## config.mk

```make
export PLATFORM = sky130hd
export DESIGN_NAME = wpl_guard_bank
export DESIGN_NICKNAME = d
export VERILOG_FILES = /design/src/rtl/wpl_pkg.sv /design/src/rtl/wpl_lock_ctrl.sv /design/src/rtl/wpl_polarity.sv /design/src/rtl/wpl_regmap.sv /design/src/rtl/wpl_guard_bank.sv
export SDC_FILE = /design/constraint.sdc
export NUM_CORES = 1
export LEC_CHECK = 0
export BUFFER_PORTS_ARGS = -buffer_cell sky130_fd_sc_hd__buf_2
export CORE_MARGIN = 1.5
export CORE_UTILIZATION = 39
export CTS_CLUSTER_SIZE = 14
export DETAILED_ROUTE_END_ITERATION = 12
export GPL_ROUTABILITY_DRIVEN = 1
export PLACE_DENSITY = 0.77
export SYNTH_ARGS = -nofsm -noshare
export SYNTH_HDL_FRONTEND = slang
export SYNTH_SLANG_ARGS = --single-unit
```

## constraint.sdc

```tcl
create_clock -name clk -period 1.3 [get_ports clk]
set_input_delay 0.065 -clock clk [delete_from_list [all_inputs] [get_ports clk]]
set_output_delay 0.065 -clock clk [all_outputs]
set_load 0.02 [all_outputs]
```

## src/rtl/wpl_pkg.sv

```systemverilog
package wpl_pkg;
  // bit positions of the two views of the protection state
  localparam int unsigned EN_BIT  = 0;
  localparam int unsigned DIS_BIT = 0;

  typedef enum logic [1:0] {
    SEL_NONE = 2'd0,
    SEL_STAT = 2'd1,
    SEL_MODE = 2'd2,
    SEL_POL  = 2'd3
  } reg_sel_e;
endpackage

```

## src/rtl/wpl_lock_ctrl.sv

```systemverilog
module wpl_lock_ctrl (
  input  logic clk,
  input  logic rst_n,
  input  logic stat_rd,
  input  logic stat_wr,
  input  logic mode_wr,
  input  logic set_bit,
  input  logic clr_bit,
  output logic prot_on,
  output logic armed
);
  logic lock_evt;
  logic unlock_evt;
  logic arm_evt;

  assign lock_evt   = stat_wr & set_bit;
  assign unlock_evt = mode_wr & armed & clr_bit;
  assign arm_evt    = stat_rd & prot_on;

  always_ff @(posedge clk or negedge rst_n) begin
    if (!rst_n) begin
      prot_on <= 1'b0;
      armed   <= 1'b0;
    end else begin
      if (lock_evt)        prot_on <= 1'b1;
      else if (unlock_evt) prot_on <= 1'b0;
      if (mode_wr)         armed <= 1'b0;
      else if (arm_evt)    armed <= 1'b1;
    end
  end

  // a set write locks on the next cycle
  p_lock_write_r3: assert property (@(posedge clk) disable iff (!rst_n)
    (stat_wr && set_bit) |=> prot_on);
  // an armed mode write with the disable bit set unlocks
  p_unlock_seq_r4: assert property (@(posedge clk) disable iff (!rst_n)
    (mode_wr && armed && clr_bit) |=> !prot_on);
  // a mode write without an arm never changes the state
  p_no_unarmed_unlock_r5: assert property (@(posedge clk) disable iff (!rst_n)
    (mode_wr && !armed) |=> $stable(prot_on));
  // every mode write consumes the arm
  p_arm_consumed_r5: assert property (@(posedge clk) disable iff (!rst_n)
    mode_wr |=> !armed);
  // a status read while unlocked does not arm
  p_no_arm_unlocked_r6: assert property (@(posedge clk) disable iff (!rst_n)
    (stat_rd && !prot_on && !armed) |=> !armed);
endmodule

```

## src/rtl/wpl_polarity.sv

```systemverilog
module wpl_polarity #(
  parameter int unsigned NCH = 8
) (
  input  logic           clk,
  input  logic           rst_n,
  input  logic           pol_wr,
  input  logic           locked,
  input  logic [NCH-1:0] pol_wdata,
  input  logic [NCH-1:0] ch_in,
  output logic [NCH-1:0] pol_q,
  output logic [NCH-1:0] ch_out
);
  logic pol_load;

  function automatic logic [NCH-1:0] apply_pol(input logic [NCH-1:0] raw,
                                               input logic [NCH-1:0] pol);
    return raw ^ pol;
  endfunction

  assign pol_load = pol_wr & ~locked;

  always_ff @(posedge clk or negedge rst_n) begin
    if (!rst_n)        pol_q <= '0;
    else if (pol_load) pol_q <= pol_wdata;
  end

  assign ch_out = apply_pol(ch_in, pol_q);

  // the polarity register cannot change while protection is on
  p_pol_frozen_r7: assert property (@(posedge clk) disable iff (!rst_n)
    locked |=> $stable(pol_q));
  // an unprotected write lands in the register
  p_pol_load_r7: assert property (@(posedge clk) disable iff (!rst_n)
    (pol_wr && !locked) |=> (pol_q == $past(pol_wdata)));
endmodule

```

## src/rtl/wpl_regmap.sv

```systemverilog
module wpl_regmap
  import wpl_pkg::*;
#(
  parameter int unsigned AW        = 4,
  parameter int unsigned DW        = 8,
  parameter int unsigned NCH       = 8,
  parameter int unsigned ADDR_STAT = 0,
  parameter int unsigned ADDR_MODE = 1,
  parameter int unsigned ADDR_POL  = 2
) (
  input  logic           clk,
  input  logic           rst_n,
  input  logic [AW-1:0]  addr,
  input  logic           wr_en,
  input  logic           rd_en,
  input  logic           prot_on,
  input  logic [NCH-1:0] pol_q,
  output logic           stat_rd,
  output logic           stat_wr,
  output logic           mode_wr,
  output logic           pol_wr,
  output logic [DW-1:0]  rdata
);
  reg_sel_e sel;
  logic [DW-1:0] stat_word;
  logic [DW-1:0] mode_word;
  logic [DW-1:0] pol_word;

  always_comb begin
    if (addr == AW'(ADDR_STAT))      sel = SEL_STAT;
    else if (addr == AW'(ADDR_MODE)) sel = SEL_MODE;
    else if (addr == AW'(ADDR_POL))  sel = SEL_POL;
    else                             sel = SEL_NONE;
  end

  assign stat_rd = rd_en & (sel == SEL_STAT);
  assign stat_wr = wr_en & (sel == SEL_STAT);
  assign mode_wr = wr_en & (sel == SEL_MODE);
  assign pol_wr  = wr_en & (sel == SEL_POL);

  always_comb begin
    stat_word          = '0;
    stat_word[EN_BIT]  = prot_on;
    mode_word          = '0;
    mode_word[DIS_BIT] = ~prot_on;
    pol_word           = '0;
    pol_word[NCH-1:0]  = pol_q;
  end

  always_comb begin
    unique case (sel)
      SEL_STAT: rdata = stat_word;
      SEL_MODE: rdata = mode_word;
      SEL_POL:  rdata = pol_word;
      default:  rdata = '0;
    endcase
  end

  // decoded strobes are mutually exclusive
  p_strobe_excl_r9: assert property (@(posedge clk) disable iff (!rst_n)
    $onehot0({stat_wr, mode_wr, pol_wr}));
endmodule

```

## src/rtl/wpl_guard_bank.sv

```systemverilog
module wpl_guard_bank
  import wpl_pkg::*;
#(
  parameter int unsigned AW        = 4,
  parameter int unsigned DW        = 8,
  parameter int unsigned NCH       = 8,
  parameter int unsigned ADDR_STAT = 0,
  parameter int unsigned ADDR_MODE = 1,
  parameter int unsigned ADDR_POL  = 2
) (
  input  logic           clk,
  input  logic           rst_n,
  input  logic [AW-1:0]  addr,
  input  logic [DW-1:0]  wdata,
  input  logic           wr_en,
  input  logic           rd_en,
  output logic [DW-1:0]  rdata,
  input  logic [NCH-1:0] ch_in,
  output logic [NCH-1:0] ch_out
);
  logic           stat_rd, stat_wr, mode_wr, pol_wr;
  logic           prot_on, armed;
  logic [NCH-1:0] pol_q;

  wpl_regmap #(
    .AW(AW), .DW(DW), .NCH(NCH),
    .ADDR_STAT(ADDR_STAT), .ADDR_MODE(ADDR_MODE), .ADDR_POL(ADDR_POL)
  ) u_map (
    .clk(clk), .rst_n(rst_n), .addr(addr), .wr_en(wr_en), .rd_en(rd_en),
    .prot_on(prot_on), .pol_q(pol_q),
    .stat_rd(stat_rd), .stat_wr(stat_wr), .mode_wr(mode_wr), .pol_wr(pol_wr),
    .rdata(rdata)
  );

  wpl_lock_ctrl u_lock (
    .clk(clk), .rst_n(rst_n),
    .stat_rd(stat_rd), .stat_wr(stat_wr), .mode_wr(mode_wr),
    .set_bit(wdata[EN_BIT]), .clr_bit(wdata[DIS_BIT]),
    .prot_on(prot_on), .armed(armed)
  );

  wpl_polarity #(.NCH(NCH)) u_pol (
    .clk(clk), .rst_n(rst_n), .pol_wr(pol_wr), .locked(prot_on),
    .pol_wdata(wdata[NCH-1:0]), .ch_in(ch_in),
    .pol_q(pol_q), .ch_out(ch_out)
  );

  // the two views stay complementary (checked as state vs. mode readback)
  p_views_r2: assert property (@(posedge clk) disable iff (!rst_n)
    (addr == AW'(ADDR_MODE)) |-> (rdata[DIS_BIT] == !prot_on));
endmodule

```

After elaboration in Yosys (flattened, before gate mapping)
Cells that the tools add are included.
{ "totals": {"ff_bits": 10, "out_inout_bits": 16, "wordCells": 30, "in_bits": 24} }
{ "classes": {"muxes": 8, "reduce_logical": 3, "eq_ne": 5, "bitwise_logic": 11} }
{ "ops": {"columns": ["op", "n"], "rows": [
  ["case mux 8 bit (3 select lines)", 1],
  ["bitwise AND 1 bit", 9],
  ["bitwise XOR 8 bit", 1],
  ["2-to-1 mux 2 bit", 3],
  ["equality test 2 bit (second input constant)", 2],
  ["equality test 4 x 1 -> 1 bit (second input constant)", 1],
  ["equality test 4 x 2 -> 1 bit (second input constant)", 1],
  ["zero test 4 bit", 1],
  ["2-to-1 mux 1 bit", 4],
  ["nonzero test 2 bit", 2],
  ["equality test 2 x 1 -> 1 bit (second input constant)", 1],
  ["NOT 1 bit", 1]
]} }

Depth between registers and ports, before layout
{ "logic_depth": {"depth_word": 10, "mapped_depth": 3, "ltp_nobuf": 3} }

By module
A second synthesis with hierarchy kept.
{ "unflattened": {"cells_unflattened": 52, "area_unflattened_um2": 623.1} }
{ "modules_own_cells": {"columns": ["mod", "cells_per_inst", "seq_area_each_um2", "area_each_um2", "n_inst"], "rows": [
  ["wpl_polarity", 26, 200.2, 415.4, 1],
  ["wpl_regmap", 20, 0.0, 135.1, 1],
  ["wpl_lock_ctrl", 6, 50.0, 72.6, 1]
]} }

Worst setup path before layout
Ideal clock, no wire load.
{ "synth_timing": {"path_kind": "input to register", "startpoint": "input addr[0]", "endpoint": "register u_pol.pol_q[0]", "path_buffers": 0, "arrival_time_ps": 934, "t_required_ps": 1175, "setup_ps": 125, "path_stages": 3, "setup_slack_ps": 241, "cell_sequence": "nor4b_4 nand3b_4 mux2_2"} }
{ "synth_via": {"elab_chain_cells": 7, "word_cells_on_any_way": 9, "classes_between": "3 x eq/ne; 3 x mux; 2 x bitwise; 1 x reduce/logical"} }
{ "synth_lines": {"columns": ["item", "line", "source"], "rows": [
  ["start, declared", "wpl_guard_bank.sv:13", "input logic [AW-1:0] addr,"],
  ["equality test 4 x 2 -> 1 bit", "wpl_regmap.sv:32", "else if (addr == AW'(ADDR_POL)) sel = SEL_POL;"],
  ["2-to-1 mux 2 bit", "wpl_regmap.sv:32", null],
  ["2-to-1 mux 2 bit", "wpl_regmap.sv:31", "else if (addr == AW'(ADDR_MODE)) sel = SEL_MODE;"],
  ["2-to-1 mux 2 bit (*)", "wpl_regmap.sv:30", "if (addr == AW'(ADDR_STAT)) sel = SEL_STAT;"],
  ["equality test 2 bit (*)", "wpl_regmap.sv:39", "assign pol_wr = wr_en & (sel == SEL_POL);"],
  ["bitwise AND 1 bit (*)", "wpl_regmap.sv:39", null],
  ["bitwise AND 1 bit (*)", "wpl_polarity.sv:20", "assign pol_load = pol_wr & ~locked;"],
  ["end signal, assigned", "wpl_polarity.sv:24", "else if (pol_load) pol_q <= pol_wdata;"],
  ["end, declared", "wpl_polarity.sv:10", "output logic [NCH-1:0] pol_q,"]
]} }
Mark *: on every way between the ends. The rest lies on a longest branch, timed or not.
A chain may end at the register's enable or synchronous reset.

Final worst setup path
{ "layout_timing": {"startpoint": "register u_lock.prot_on", "endpoint": "output rdata[0]"} }
{ "layout_via": {"elab_chain_cells": 2} }
{ "layout_lines": {"columns": ["item", "line", "source"], "rows": [
  ["start, declared", "wpl_lock_ctrl.sv:9", "output logic prot_on,"],
  ["start signal, assigned", "wpl_lock_ctrl.sv:22", "prot_on <= 1'b0;"],
  ["start signal, assigned", "wpl_lock_ctrl.sv:25", "if (lock_evt) prot_on <= 1'b1;"],
  ["start signal, assigned", "wpl_lock_ctrl.sv:26", "else if (unlock_evt) prot_on <= 1'b0;"],
  ["NOT 1 bit", "wpl_regmap.sv:45", "mode_word[DIS_BIT] = ~prot_on;"],
  ["case mux 8 bit (3 select lines) (*)", "wpl_regmap.sv:51", "unique case (sel)"],
  ["end, declared", "wpl_guard_bank.sv:17", "output logic [DW-1:0] rdata,"]
]} }
Marked as above.

==> impl_metrics.json <==
{
  "clkSinkCount": 10,
  "synth_compound_area_share_pct": 7.00,
  "synthTopCellsByCount": "dfrtp_1, xor2_1, mux2_2",
  "grt_antenna_before_repair": 0,
  "reg2regPathDepth": 2,
  "p_leak_nw": 0.468,
  "synth_edf_count": 0,
  "p_seq_share_pct": 40.6,
  "first_pass_iters": 1,
  "maxSlewViolCount": 0,
  "die_width_um": 41.3,
  "crit_start": "u_lock.prot_on$_DFFE_PN0P_",
  "cp-endpoint": "rdata[0]",
  "cts_tree": "done",
  "tightest_slew_ps": 494,
  "ant_nets": 0,
  "synth_cell_types": 14,
  "yosysSeqAreaShare_pct": 43.8,
  "synth_fp_nets": 68,
  "rsz0062_at_grt": "yes",
  "drc": 0,
  "final_core_util_pct": 62.9,
  "yosysWarnings": 0,
  "syn-instance-count": 44,
  "synth_seq_cells": 10,
  "die_area_um2": 1700,
  "reg2reg_setup_slack_ps": 210,
  "grt-ovfl-total": 0,
  "p_switching_w": 0.000353,
  "clockBufferDepth": 2,
  "grt_max_degree": 11,
  "viasPerCell": 4.96,
  "synth_xor_area_share_pct": 13.8,
  "grt_pass1_wl_um": 1640,
  "post_cts_buffers": 0,
  "via_count": 516,
  "area.growth.synth_to_final_pct": 46.8,
  "drt_iter0_drc": 0,
  "port_buffers": 39,
  "cp_max_fo": 4,
  "finalNetCount": 114,
  "clk_pin_slew_worst_paths_ps": 70,
  "slew-limit-headroom_pct": 66.8,
  "setup-violations-final": 0,
  "post-synth-top-count-cell": "dfrtp_1",
  "critical_path_required_ps": 1240,
  "avgSynthCellArea_um2": 13.0,
  "synthTopCellsByArea": "dfrtp_1, mux2_2, xor2_1, and2_2, nor4b_4",
  "wire_per_inst_um": 11.6,
  "n_antenna_cell": 0,
  "intPower_w": 0.000721,
  "outcome": "finished clean",
  "synth_mux_area_share_pct": 15.8,
  "synth_adder_area_share_pct": 0,
  "synth_top_area_cell": "dfrtp_1",
  "vdd_drop_max_uv": 743,
  "synth-simple-area-share_pct": 19.7,
  "max-cap-violations": 0,
  "drive_gt1_share_pct": 70.8,
  "pin_count": 40,
  "place_hpwl_um": 991,
  "numCtsBuffers": 3,
  "max_freq_mhz": 792,
  "reg2reg_from": "u_lock.prot_on$_DFFE_PN0P_",
  "critPathKind": "reg2out",
  "post-route-period-util_pct": 97.1,
  "track_usage_pct": 15.4,
  "synthFlopType": "dfrtp_1",
  "sw_frac_of_total_pct": 32.9,
  "cp-start-kind": "register",
  "comb_power_share_pct": 33.8,
  "synth_top_family_by_area": "simple AND/OR/NAND/NOR gates",
  "place_congestion": 0.775,
  "async_reset_ff_share_pct": 100,
  "initial_core_util_pct": 42.9,
  "end_kind": "output pin",
  "setup_tns_ps": 0,
  "synth_top_cell_area_share_pct": 43.8,
  "grt_pass1_vias": 414,
  "clkPwrFrac_pct": 25.5,
  "design.core.area_um2": 1330,
  "min_period_ps": 1260,
  "worst_ep_arrival_time_ps": 1200,
  "synthesis.area_um2": 572,
  "clock_skew_ps": 5.68,
  "rows": 13,
  "n_fill_cell": 107,
  "power_density_nw_per_um2": 1280,
  "htreeDepth": 1,
  "clk_latency_ps": 260,
  "cts-root-buf": "clkbuf_4",
  "totalWireLength_um": 1210,
  "r2r_end": "u_pol.pol_q[3]$_DFFE_PN0P_",
  "hold_viol": 0,
  "die_h_um": 41.3,
  "min_path_type": "in2reg"
}
worst max-delay path, stage by stage (launching register included):
cell	delay (ps)
dfrtp_1	410
xor2_1	160
a22o_2	220
buf_2	150
worst min path at each step:
stage | startpoint | end | slack, ps | cells after the start
floorplan | rst_n | u_lock.armed$_DFFE_PN0P_ | -230 | 0
global placement | rst_n | u_pol.pol_q[7]$_DFFE_PN0P_ | -70 | 1
detailed placement | rst_n | u_pol.pol_q[6]$_DFFE_PN0P_ | -60 | 1
CTS | wdata[5] | u_pol.pol_q[5]$_DFFE_PN0P_ | 20 | 2
global route | wdata[5] | u_pol.pol_q[5]$_DFFE_PN0P_ | 20 | 2
finish | wdata[4] | u_pol.pol_q[4]$_DFFE_PN0P_ | 30 | 2
sequential cells by signal, indices dropped and copies added, names as in the netlist:
signal          flops
u_lock.prot_on      1
u_lock.armed        1
u_pol.pol_q         8
kinds of logic (layout without fill, tap and decap cells):
family,after synthesis,after routing
mux,8,8
xor+xnor,9,9
flops,10,10
compound gates,5,5
buf+inv,0,45
simple gates,12,12
power by group through the flow:
stage | logic (W) | registers (W) | clock network (W)
after detailed placement | 0.000364 | 0.000443 | 0
after global routing | 0.000401 | 0.000445 | 0.000306
final | 0.000364 | 0.000437 | 0.000274
after global placement | 0.000355 | 0.000439 | 0
after CTS | 0.000369 | 0.000437 | 0.000288
after floorplan | 0.000236 | 0.000427 | 0
placed cells by master (no fill, tap or decap):
| cell type | count |
|---|---|
| buf_2 | 39 |
| dfrtp_1 | 10 |
| xor2_1 | 9 |
| mux2_2 | 8 |
| and2_2 | 7 |
| clkbuf_4 | 3 |
| nor4b_4 | 1 |
| nor3_1 | 1 |
| a22o_2 | 1 |
| nand3b_4 | 1 |
| nand4_1 | 1 |
| nand3_1 | 1 |
| o2bb2ai_1 | 1 |
| a21bo_2 | 1 |
| a31oi_1 | 1 |
| a21oi_1 | 1 |
| clkbuf_8 | 1 |
| dlygate4sd3_1 | 1 |
| buf_4 | 1 |
area by class of cell:
type                       count  area, um2  share of cell area (%)
multi-input combinational     34        322                    38.3
clock buffer                   4       36.3                    4.32
tap                           15       18.8                    2.24
sequential                    10        250                    29.8
timing repair buffer          41        213                    25.3
what timing repair did:
action                                  4_1_cts  5_1_grt
hold buffers                                  1        0
endpoints found under the hold margin        10        0
endpoints found under the setup margin        0        1
resized for setup                             0        0
layer usage:
layer  up-vias  track usage [%]  share of wire [%]  wire length [um]
li1        246                -                  -                 -
met1       244             15.8                 38               454
met2        26             27.0                 51               618
met3         0             6.91                 11               132
met4         0             6.45                  0                 0
met5         -                0                  0                 0
through the flow:
step                hold WS [ps]  setup WS [ps]  cell area [um2]  total power [W]  cells
global route                21.3          -10.6              840          0.00115    104
CTS                         24.7           25.6              840          0.00109    104
finish                      34.1           37.1              840          0.00107    104
global placement           -65.9            164              793         0.000793     99
floorplan                   -231            241              572         0.000664     44
detailed placement         -61.1            133              793         0.000807     99
Power figures use the tool's default switching activity.
